[config.mk]
export PLATFORM = sky130hd
export DESIGN_NAME = sdram_cmd_tracker
export DESIGN_NICKNAME = d
export VERILOG_FILES = /design/src/rtl/sdram_trk_pkg.sv /design/src/rtl/sdram_cmd_decode.sv /design/src/rtl/sdram_bank_state.sv /design/src/rtl/sdram_burst_track.sv /design/src/rtl/sdram_cmd_tracker.sv
export SDC_FILE = /design/constraint.sdc
export NUM_CORES = 1
export LEC_CHECK = 0
export ABC_AREA = 1
export CAP_MARGIN = 20
export CORE_AREA = 3 3 72 67
export CTS_BUF_LIST = sky130_fd_sc_hd__clkbuf_2 sky130_fd_sc_hd__clkbuf_4 sky130_fd_sc_hd__clkbuf_8
export DETAILED_ROUTE_END_ITERATION = 10
export DIE_AREA = 0 0 75 70
export GPL_ROUTABILITY_DRIVEN = 0
export HOLD_SLACK_MARGIN = 0.15
export PLACE_DENSITY = 0.8
export SETUP_SLACK_MARGIN = 0.02
export SLEW_MARGIN = 20
export SYNTH_ARGS = -nofsm -noshare
export SYNTH_HDL_FRONTEND = slang
export SYNTH_SLANG_ARGS = --single-unit
[constraint.sdc]
create_clock -name clk_i -period 3.45 [get_ports clk_i]
set_clock_uncertainty 0.2 [all_clocks]
set_input_delay 1.035 -clock clk_i [delete_from_list [all_inputs] [get_ports clk_i]]
set_output_delay 1.035 -clock clk_i [all_outputs]
set_load 0.01 [all_outputs]
[src/rtl/sdram_trk_pkg.sv]
package sdram_trk_pkg;
  typedef enum logic [3:0] {
    CMD_INHIBIT = 4'd0,
    CMD_NOP     = 4'd1,
    CMD_ACT     = 4'd2,
    CMD_RD      = 4'd3,
    CMD_WR      = 4'd4,
    CMD_PRE     = 4'd5,
    CMD_PALL    = 4'd6,
    CMD_REF     = 4'd7,
    CMD_MRS     = 4'd8,
    CMD_BST     = 4'd9
  } cmd_e;
endpackage

[src/rtl/sdram_cmd_decode.sv]
module sdram_cmd_decode
  import sdram_trk_pkg::*;
(
  input  logic cs_ni,
  input  logic ras_ni,
  input  logic cas_ni,
  input  logic we_ni,
  input  logic all_banks_i,
  output cmd_e cmd_o
);
  always_comb begin
    if (cs_ni) begin
      cmd_o = CMD_INHIBIT;
    end else begin
      unique case ({ras_ni, cas_ni, we_ni})
        3'b111:  cmd_o = CMD_NOP;
        3'b011:  cmd_o = CMD_ACT;
        3'b101:  cmd_o = CMD_RD;
        3'b100:  cmd_o = CMD_WR;
        3'b010:  cmd_o = all_banks_i ? CMD_PALL : CMD_PRE;
        3'b001:  cmd_o = CMD_REF;
        3'b000:  cmd_o = CMD_MRS;
        default: cmd_o = CMD_BST;
      endcase
    end
  end
endmodule

[src/rtl/sdram_bank_state.sv]
module sdram_bank_state #(
  parameter int ROW_W  = 11,
  parameter int TRCD_W = 3
) (
  input  logic              clk_i,
  input  logic              rst_ni,
  input  logic              act_i,
  input  logic              close_i,
  input  logic [ROW_W-1:0]  row_i,
  input  logic [TRCD_W-1:0] trcd_i,
  output logic              open_o,
  output logic [ROW_W-1:0]  row_o,
  output logic              ready_o
);
  logic [TRCD_W-1:0] wait_q;

  always_ff @(posedge clk_i or negedge rst_ni) begin
    if (!rst_ni) begin
      open_o <= 1'b0;
      row_o  <= '0;
      wait_q <= '0;
    end else begin
      if (act_i) begin
        open_o <= 1'b1;
        row_o  <= row_i;
        // column legal at edge k+n once n >= trcd
        wait_q <= (trcd_i == '0) ? '0 : trcd_i - TRCD_W'(1);
      end else begin
        if (close_i) open_o <= 1'b0;
        if (wait_q != '0) wait_q <= wait_q - TRCD_W'(1);
      end
    end
  end

  assign ready_o = (wait_q == '0);
endmodule

[src/rtl/sdram_burst_track.sv]
module sdram_burst_track #(
  parameter int BL_SEL_W = 2
) (
  input  logic                clk_i,
  input  logic                rst_ni,
  input  logic                start_i,
  input  logic                start_rd_i,
  input  logic                stop_i,
  input  logic [BL_SEL_W-1:0] bl_sel_i,
  output logic                rd_busy_o
);
  localparam int MAX_LEN = 1 << ((1 << BL_SEL_W) - 1);
  localparam int REM_W   = (MAX_LEN > 2) ? $clog2(MAX_LEN) : 1;

  logic [REM_W-1:0] rem_q;
  logic             rd_q;
  logic [REM_W:0]   len;

  assign len = (REM_W+1)'(1) << bl_sel_i;

  always_ff @(posedge clk_i or negedge rst_ni) begin
    if (!rst_ni) begin
      rem_q <= '0;
      rd_q  <= 1'b0;
    end else if (start_i) begin
      rem_q <= REM_W'(len - (REM_W+1)'(1));
      rd_q  <= start_rd_i;
    end else if (stop_i) begin
      rem_q <= '0;
    end else if (rem_q != '0) begin
      rem_q <= rem_q - REM_W'(1);
    end
  end

  assign rd_busy_o = rd_q && (rem_q != '0);
endmodule

[src/rtl/sdram_cmd_tracker.sv]
module sdram_cmd_tracker
  import sdram_trk_pkg::*;
#(
  parameter int NUM_BANKS = 2,
  parameter int ROW_W     = 11,
  parameter int AP_BIT    = 10,
  parameter int TRCD_W    = 3,
  parameter int BL_SEL_W  = 2,
  localparam int BA_W     = (NUM_BANKS > 1) ? $clog2(NUM_BANKS) : 1
) (
  input  logic                       clk_i,
  input  logic                       rst_ni,
  input  logic                       cs_ni,
  input  logic                       ras_ni,
  input  logic                       cas_ni,
  input  logic                       we_ni,
  input  logic [BA_W-1:0]            ba_i,
  input  logic [ROW_W-1:0]           addr_i,
  input  logic                       dqm_i,
  input  logic [TRCD_W-1:0]          trcd_i,
  input  logic [BL_SEL_W-1:0]        bl_sel_i,
  output logic [3:0]                 cmd_o,
  output logic                       legal_o,
  output logic [NUM_BANKS-1:0]       bank_open_o,
  output logic [NUM_BANKS*ROW_W-1:0] open_row_o
);
  cmd_e                 dec;
  logic                 legal;
  logic                 rd_busy;
  logic [NUM_BANKS-1:0] open_w, ready_w;
  logic                 sel_open, sel_ready;

  sdram_cmd_decode u_dec (
    .cs_ni      (cs_ni),
    .ras_ni     (ras_ni),
    .cas_ni     (cas_ni),
    .we_ni      (we_ni),
    .all_banks_i(addr_i[AP_BIT]),
    .cmd_o      (dec)
  );

  assign sel_open  = open_w[ba_i];
  assign sel_ready = ready_w[ba_i];

  always_comb begin
    unique case (dec)
      CMD_ACT:          legal = !sel_open;
      CMD_RD:           legal = sel_open && sel_ready;
      CMD_WR:           legal = sel_open && sel_ready && !(rd_busy && !dqm_i);
      CMD_REF, CMD_MRS: legal = (open_w == '0);
      default:          legal = 1'b1;
    endcase
  end

  for (genvar b = 0; b < NUM_BANKS; b++) begin : g_bank
    logic hit, act_b, close_b;
    assign hit     = (ba_i == BA_W'(b));
    assign act_b   = legal && (dec == CMD_ACT) && hit;
    assign close_b = (dec == CMD_PALL) || ((dec == CMD_PRE) && hit);

    sdram_bank_state #(
      .ROW_W (ROW_W),
      .TRCD_W(TRCD_W)
    ) u_bank (
      .clk_i  (clk_i),
      .rst_ni (rst_ni),
      .act_i  (act_b),
      .close_i(close_b),
      .row_i  (addr_i),
      .trcd_i (trcd_i),
      .open_o (open_w[b]),
      .row_o  (open_row_o[b*ROW_W +: ROW_W]),
      .ready_o(ready_w[b])
    );
  end

  sdram_burst_track #(
    .BL_SEL_W(BL_SEL_W)
  ) u_burst (
    .clk_i     (clk_i),
    .rst_ni    (rst_ni),
    .start_i   (legal && ((dec == CMD_RD) || (dec == CMD_WR))),
    .start_rd_i(dec == CMD_RD),
    .stop_i    (dec == CMD_BST),
    .bl_sel_i  (bl_sel_i),
    .rd_busy_o (rd_busy)
  );

  always_ff @(posedge clk_i or negedge rst_ni) begin
    if (!rst_ni) begin
      cmd_o   <= CMD_INHIBIT;
      legal_o <= 1'b1;
    end else begin
      cmd_o   <= dec;
      legal_o <= legal;
    end
  end

  assign bank_open_o = open_w;
endmodule

* Yosys cells after proc, flatten, opt, wreduce, memory -nomap -nowiden
Index checks and enable logic that the tools add are counted.
** Operators by class
- Add/subtract/negate cells :: 5
- Magnitude comparators :: 1
- Eq/ne operators :: 14
- Shifts and indexed selects :: 1
- Multiplexer cells :: 20
- Bitwise operators :: 1
- Reduce and logical (&&, ||, !) cells :: 30
** Operators by type and width (count)
- one-hot mux 4 bit (7 select lines) :: 1
- 2-to-1 mux 3 bit :: 8
- equality test 4 x 3 -> 1 bit, second input constant :: 4
- subtractor 3 x 1 -> 3 bit, second input constant :: 5
- zero test 3 bit :: 4
- nonzero test 3 bit :: 4
- logical AND 1 bit :: 10
- equality test 3 bit, second input constant :: 3
- equality test 4 x 2 -> 1 bit, second input constant :: 2
- equality test 4 bit, second input constant :: 2
- 2-to-1 mux 1 bit :: 8
- nonzero test 2 bit :: 4
- equality test 3 x 2 -> 1 bit, second input constant :: 2
- 2-to-1 mux 4 bit :: 1
- one-hot mux 1 bit (4 select lines) :: 1
- equality test 3 x 1 -> 1 bit, second input constant :: 1
- zero test 1 bit :: 3
- logical OR 1 bit :: 3
- << shifter 1 x 2 -> 3 bit, first input constant :: 1
- zero test 2 bit :: 1
- < comparator 1 x 2 -> 1 bit, second input constant :: 1
- 2-to-1 mux 2 bit :: 1
- OR reduction 2 bit :: 1
- NOT 1 bit :: 1
** Word-level totals
- Flip-flop bits (word level) :: 39
- Input port bits :: 24
- Output and inout port bits :: 29

* Depth between registers and ports, before layout
- Depth in word-level cells :: 9
- Depth in mapped cells :: 15
- Mapped depth without buffers :: 15

* Cells and area by module
Synthesis repeated with hierarchy kept, for this count alone.
** Second synthesis, totals
- Cells, all modules :: 287
- Area total of the unflattened synthesis :: 2079.5 µm²
** By module, submodules not included
- sdram_bank_state :: instances 2, cells an instance 88, area an instance 699.4 µm², sequential area each 375.4 µm²
- sdram_cmd_tracker :: instances 1, cells an instance 53, area an instance 336.6 µm², sequential area each 126.4 µm²
- sdram_burst_track :: instances 1, cells an instance 36, area an instance 255.2 µm², sequential area each 100.1 µm²
- sdram_cmd_decode :: instances 1, cells an instance 22, area an instance 88.8 µm², sequential area each 0.0 µm²

* Worst setup path before layout
Ideal clock, no wire load.
- Path type :: input to register
- Start point :: input port cas_ni
- End point :: register u_burst.rem_q[2]
- Setup time :: 119 ps
- Arrival time :: 2068 ps
- Required time :: 3131 ps
- Slack :: 1063 ps
- Cell stages on the path :: 9
- Path through :: inv_1 -> nand4_1 -> nand2_1 -> nor2_1 -> nand2_1 -> nand3_2 -> nand2_4 -> nand3_2 -> and2_1
** Between the ends
- Word-level cells in the longest chain between the ends :: 8
- Elaborated cells on any way between the ends :: 22
- Those cells by class :: eq/ne: 12; mux: 5; reduce/logical: 5
** RTL lines
- from (decl) :: RTL line sdram_cmd_tracker.sv:15 : input logic cas_ni,
- equality test 3 x 1 -> 1 bit, or another cell as far along :: RTL line sdram_cmd_decode.sv:15 : unique case ({ras_ni, cas_ni, we_ni})
- one-hot mux 4 bit (7 select lines) (*) :: RTL line sdram_cmd_decode.sv:15
- 2-to-1 mux 4 bit (*) :: RTL line sdram_cmd_decode.sv:12 : if (cs_ni) begin
- equality test 4 x 3 -> 1 bit / equality test 4 bit (equally long branches) :: RTL line sdram_cmd_tracker.sv:46 : unique case (dec)
- OR reduction 2 bit :: RTL line sdram_cmd_tracker.sv:46
- one-hot mux 1 bit (4 select lines) (*) :: RTL line sdram_cmd_tracker.sv:46
- named net legal :: RTL line sdram_cmd_tracker.sv:28 : logic legal;
- logical AND 1 bit (*) :: RTL line sdram_cmd_tracker.sv:82 : .start_i (legal && ((dec == CMD_RD) || (dec == CMD_WR))),
- nonzero test 3 bit (no source line) / 2-to-1 mux 3 bit (equally long branches)
- to (signal assigned) :: RTL line sdram_burst_track.sv:26 : rem_q <= REM_W'(len - (REM_W+1)'(1));
- to (signal assigned) :: RTL line sdram_burst_track.sv:31 : rem_q <= rem_q - REM_W'(1);
- to (decl) :: RTL line sdram_burst_track.sv:15 : logic [REM_W-1:0] rem_q;
The timed path passes the listed nets; every way through them passes the cells marked *.
A chain may end at the register's enable or synchronous reset.

* Worst setup path after layout
- Start point :: input port ras_ni
- End point :: register g_bank[1].u_bank.row_o[3]
** Between the ends
- Word-level cells in the longest chain between the ends :: 8
- Elaborated cells on any way between the ends :: 18
- Those cells by class :: eq/ne: 11; mux: 3; reduce/logical: 4
** RTL lines
- from (decl) :: RTL line sdram_cmd_tracker.sv:14 : input logic ras_ni,
- equality test 3 x 1 -> 1 bit, or another cell as far along :: RTL line sdram_cmd_decode.sv:15
- one-hot mux 4 bit (7 select lines) (*) :: RTL line sdram_cmd_decode.sv:15
- 2-to-1 mux 4 bit (*) :: RTL line sdram_cmd_decode.sv:12
- equality test 4 x 3 -> 1 bit / equality test 4 bit (equally long branches) :: RTL line sdram_cmd_tracker.sv:46
- OR reduction 2 bit :: RTL line sdram_cmd_tracker.sv:46
- one-hot mux 1 bit (4 select lines) :: RTL line sdram_cmd_tracker.sv:46
- logical AND 1 bit (*) (2 in series) :: RTL line sdram_cmd_tracker.sv:58 : assign act_b = legal && (dec == CMD_ACT) && hit;
- to (signal assigned) :: RTL line sdram_bank_state.sv:25 : row_o <= row_i;
- to (decl) :: RTL line sdram_bank_state.sv:12 : output logic [ROW_W-1:0] row_o,
Every way passes the cells marked *; elsewhere a longest branch is shown, timed or not.

==> flow_summary.ini <==
[setup_path]
path_class = primary input to flop
arrival_ns = 2.86
crit_chain = clkdlybuf4s50_1 > inv_2 > nand2_2 > nor2_4 > o2111ai_1 > nor2_2 > inv_2 > nor2_4 > inv_2 > nand2_1 > o21ai_2
critPathMaxStageDelay_ns = 0.51
cp.depth = 11
required_ns = 3.42
reg2regPathDepth = 14
path_max_fanout = 23
worstSetupEndpointType = flop
slowest_stage = clkdlybuf4s50_1
crit_start = ras_ni
worst_path_most_repeated_cell = inv_2
timing.rr.start = g_bank[1].u_bank.wait_q[0]$_DFFE_PN0P_
cp-start-kind = primary input
path_buf_inv = 4
crit_family = buffers and inverters

[die]
die_area_mm2 = 0.00525
initial_core_util_pct = 50.3
coreArea_mm2 = 0.00410
io_pins = 53
fp-row-count = 22
die_w_um = 75
fp.dieH_um = 70

[clock_tree]
post_cts_buffers = 0
clk_pin_slew_ns = 0.07
tritoncts = yes
cts_sinks = 39
post_cts_resize_count = 0
cts-root-buf = clkbuf_8
clk_latency_ns = 0.29
htreeDepth = 2
cts_inserted_buffers = 5
ctsHoldBuffers = 0
clk_path_buf_depth = 2

[route]
num_vias = 1696
drt_iter0_drc = 83
firstDrtPassIters = 4
wire_per_inst_um = 12.4
drc = 0
antenna_left = 0
wl_um = 4250
vias_per_cell = 4.96

[final_layout]
fin_cells = 342
area_growth_pct = 31.0
diodes = 0
final_core_util_pct = 65.9
layout-drive-gt1-share_pct = 12.9
fin_nets = 326

[global_route]
grt_usage_pct = 18.4
grt_max_degree = 40
grt_pass1_wl_um = 7490
antenna_found_initial = 0
gr-total-overflow = 0
first_global_vias = 1689

[pwr]
cellPowerDensity_mw_per_mm2 = 627
p_leak_nw = 1.33
vdd_ir_drop_max_uv = 387
p_total_w = 0.00169

[hold_path]
min_from = g_bank[0].u_bank.row_o[2]$_DFFE_PN0P_
hp-class = flop to flop
holdPathStages = 2

[logic_synthesis]
ys_warn_count = 0
syn_avg_cell_area_um2 = 8.60
synth_edf_count = 0
synth_cell_types = 32
synth_flop_cell = dfrtp_1
yosys_register_bits = 39
synth-seq-area-share_pct = 47.4
synth_cells = 240
syn_area_mm2 = 0.00206
synth_nets = 272
synthArstFlopShare_pct = 100

[run_status]
status = completed

[placement]
numPlacedInstances = 335
dp_hpwl_um = 3160
io_buffers = 52

[timing]
fin_crit_sh_pct = 83.7
tns_ns = 0
max_freq_mhz = 346
finalHoldViolCount = 0
relSlewSlack_pct = 43.2
rsz0062_at_grt = false
period_needed_ns = 2.89
tightest_slew_ns = 0.853
drv_slew = 0
setup_viol = 0

[job]
cap_viol_max_count = 0
## cell usage after synthesis, types with 4 or more instances
library cell  number  area share (%)
nor2_1            18             3.3
ha_1               8             4.9
a21oi_1            5             1.2
nand2_1           57              10
o21ai_2           16             6.8
dfrtp_1           38              46
nor3_1             4            0.97
xor2_1             4             1.7
inv_1             36             6.5
o21ai_0           14             3.4
nand4_1            6             1.8
nand3_1            4            0.97
## cell usage in the layout (no fill, tap or decap), types with 2 or more instances in the layout
cell type and count:
a21oi_1 5, buf_4 2, clkbuf_8 5, clkdlybuf4s50_1 51
dfrtp_1 38, ha_1 8, inv_1 36, inv_2 3
nand2_1 57, nand3_1 4, nand3_2 2, nand3b_1 2
nand4_1 6, nor2_1 18, nor2_4 2, nor3_1 4
o21ai_0 14, o21ai_1 2, o21ai_2 16, o31ai_1 2
xor2_1 4
## cell type report
cell class | instances | area [um^2]
fillers | 359 | 1400
flip-flops and latches | 39 | 977
multi-input cells | 155 | 882
repair buffers | 54 | 531
inverters | 39 | 146
clock buffers | 5 | 68.8
well taps | 48 | 60.1
clock inverters | 2 | 37.5
## path summary, 6_finish.rpt
kind | end | slack (ns)
worst max-delay path | g_bank[1].u_bank.row_o[3]$_DFFE_PN0P_ | 0.56
worst min-delay path | g_bank[0].u_bank.row_o[2]$_DFFE_PN0P_ | 0.28
worst max register to register | u_burst.rem_q[2]$_DFFE_PN0P_ | 1.34
worst min register to register | g_bank[0].u_bank.row_o[2]$_DFFE_PN0P_ | 0.28
max in group asynchronous | u_burst.rem_q[1]$_DFFE_PN0P_ | 1.87
min in group asynchronous | g_bank[0].u_bank.row_o[8]$_DFFE_PN0P_ | 0.64
## state kept, by name, indices dropped and copies added (netlist names)
register / flops
g_bank.u_bank.wait_q: 6
legal_o: 1
u_burst.rem_q: 3
cmd_o: 4
g_bank.u_bank.open_o: 2
u_burst.rd_q: 1
g_bank.u_bank.row_o: 22
## power breakdown
part	leakage, nW	switching [W]	internal [W]	total, W
Combinational	0.791	0.000332	0.000329	0.000661
Sequential	0.493	0.0000695	0.000587	0.000657
Clock	0.0502	0.000164	0.000211	0.000375
Total	1.33	0.000566	0.00113	0.00169
## layer usage
layer | track usage [%] | share of wire (%) | vias to the layer above
li1 | - | - | 865
met5 | 0 | 0 | -
met4 | 6.32 | 1.9 | 0
met1 | 24.7 | 48 | 781
met3 | 6.33 | 5.2 | 7
met2 | 27.3 | 45 | 43
## cell families (layout without fill, tap and decap cells)
group	after synthesis	in the layout	share of synthesized area (%)
simple gates	101	101	22.4
buf+inv	46	100	9.88
compound gates	41	41	13.4
flops	39	39	47.4
fa+ha+maj	8	8	4.85
xor+xnor	5	5	2.12
## per-stage QoR
step	area (um^2)	setup slack (ns)	hold WS, ns
after floorplan	2060	1.06	0.292
after global placement	2600	0.360	0.265
after detailed placement	2600	0.255	0.267
after CTS	2700	0.571	0.286
after global routing	2700	0.340	0.304
final	2700	0.561	0.283
## worst register-to-register path: stages, from the launching register on
cell and delay [ns]:
dfrtp_1 0.41, inv_1 0.10, ha_1 0.15, inv_1 0.04, nor2_1 0.24, inv_1 0.12, nand2_1 0.08, nand3b_1 0.08
nor2_1 0.09, nor2_1 0.06, nand3_2 0.12, nand2_4 0.09, nand2_1 0.07, nand2_1 0.04, and2_1 0.12
Note: power is estimated with default switching activity, not from simulation.
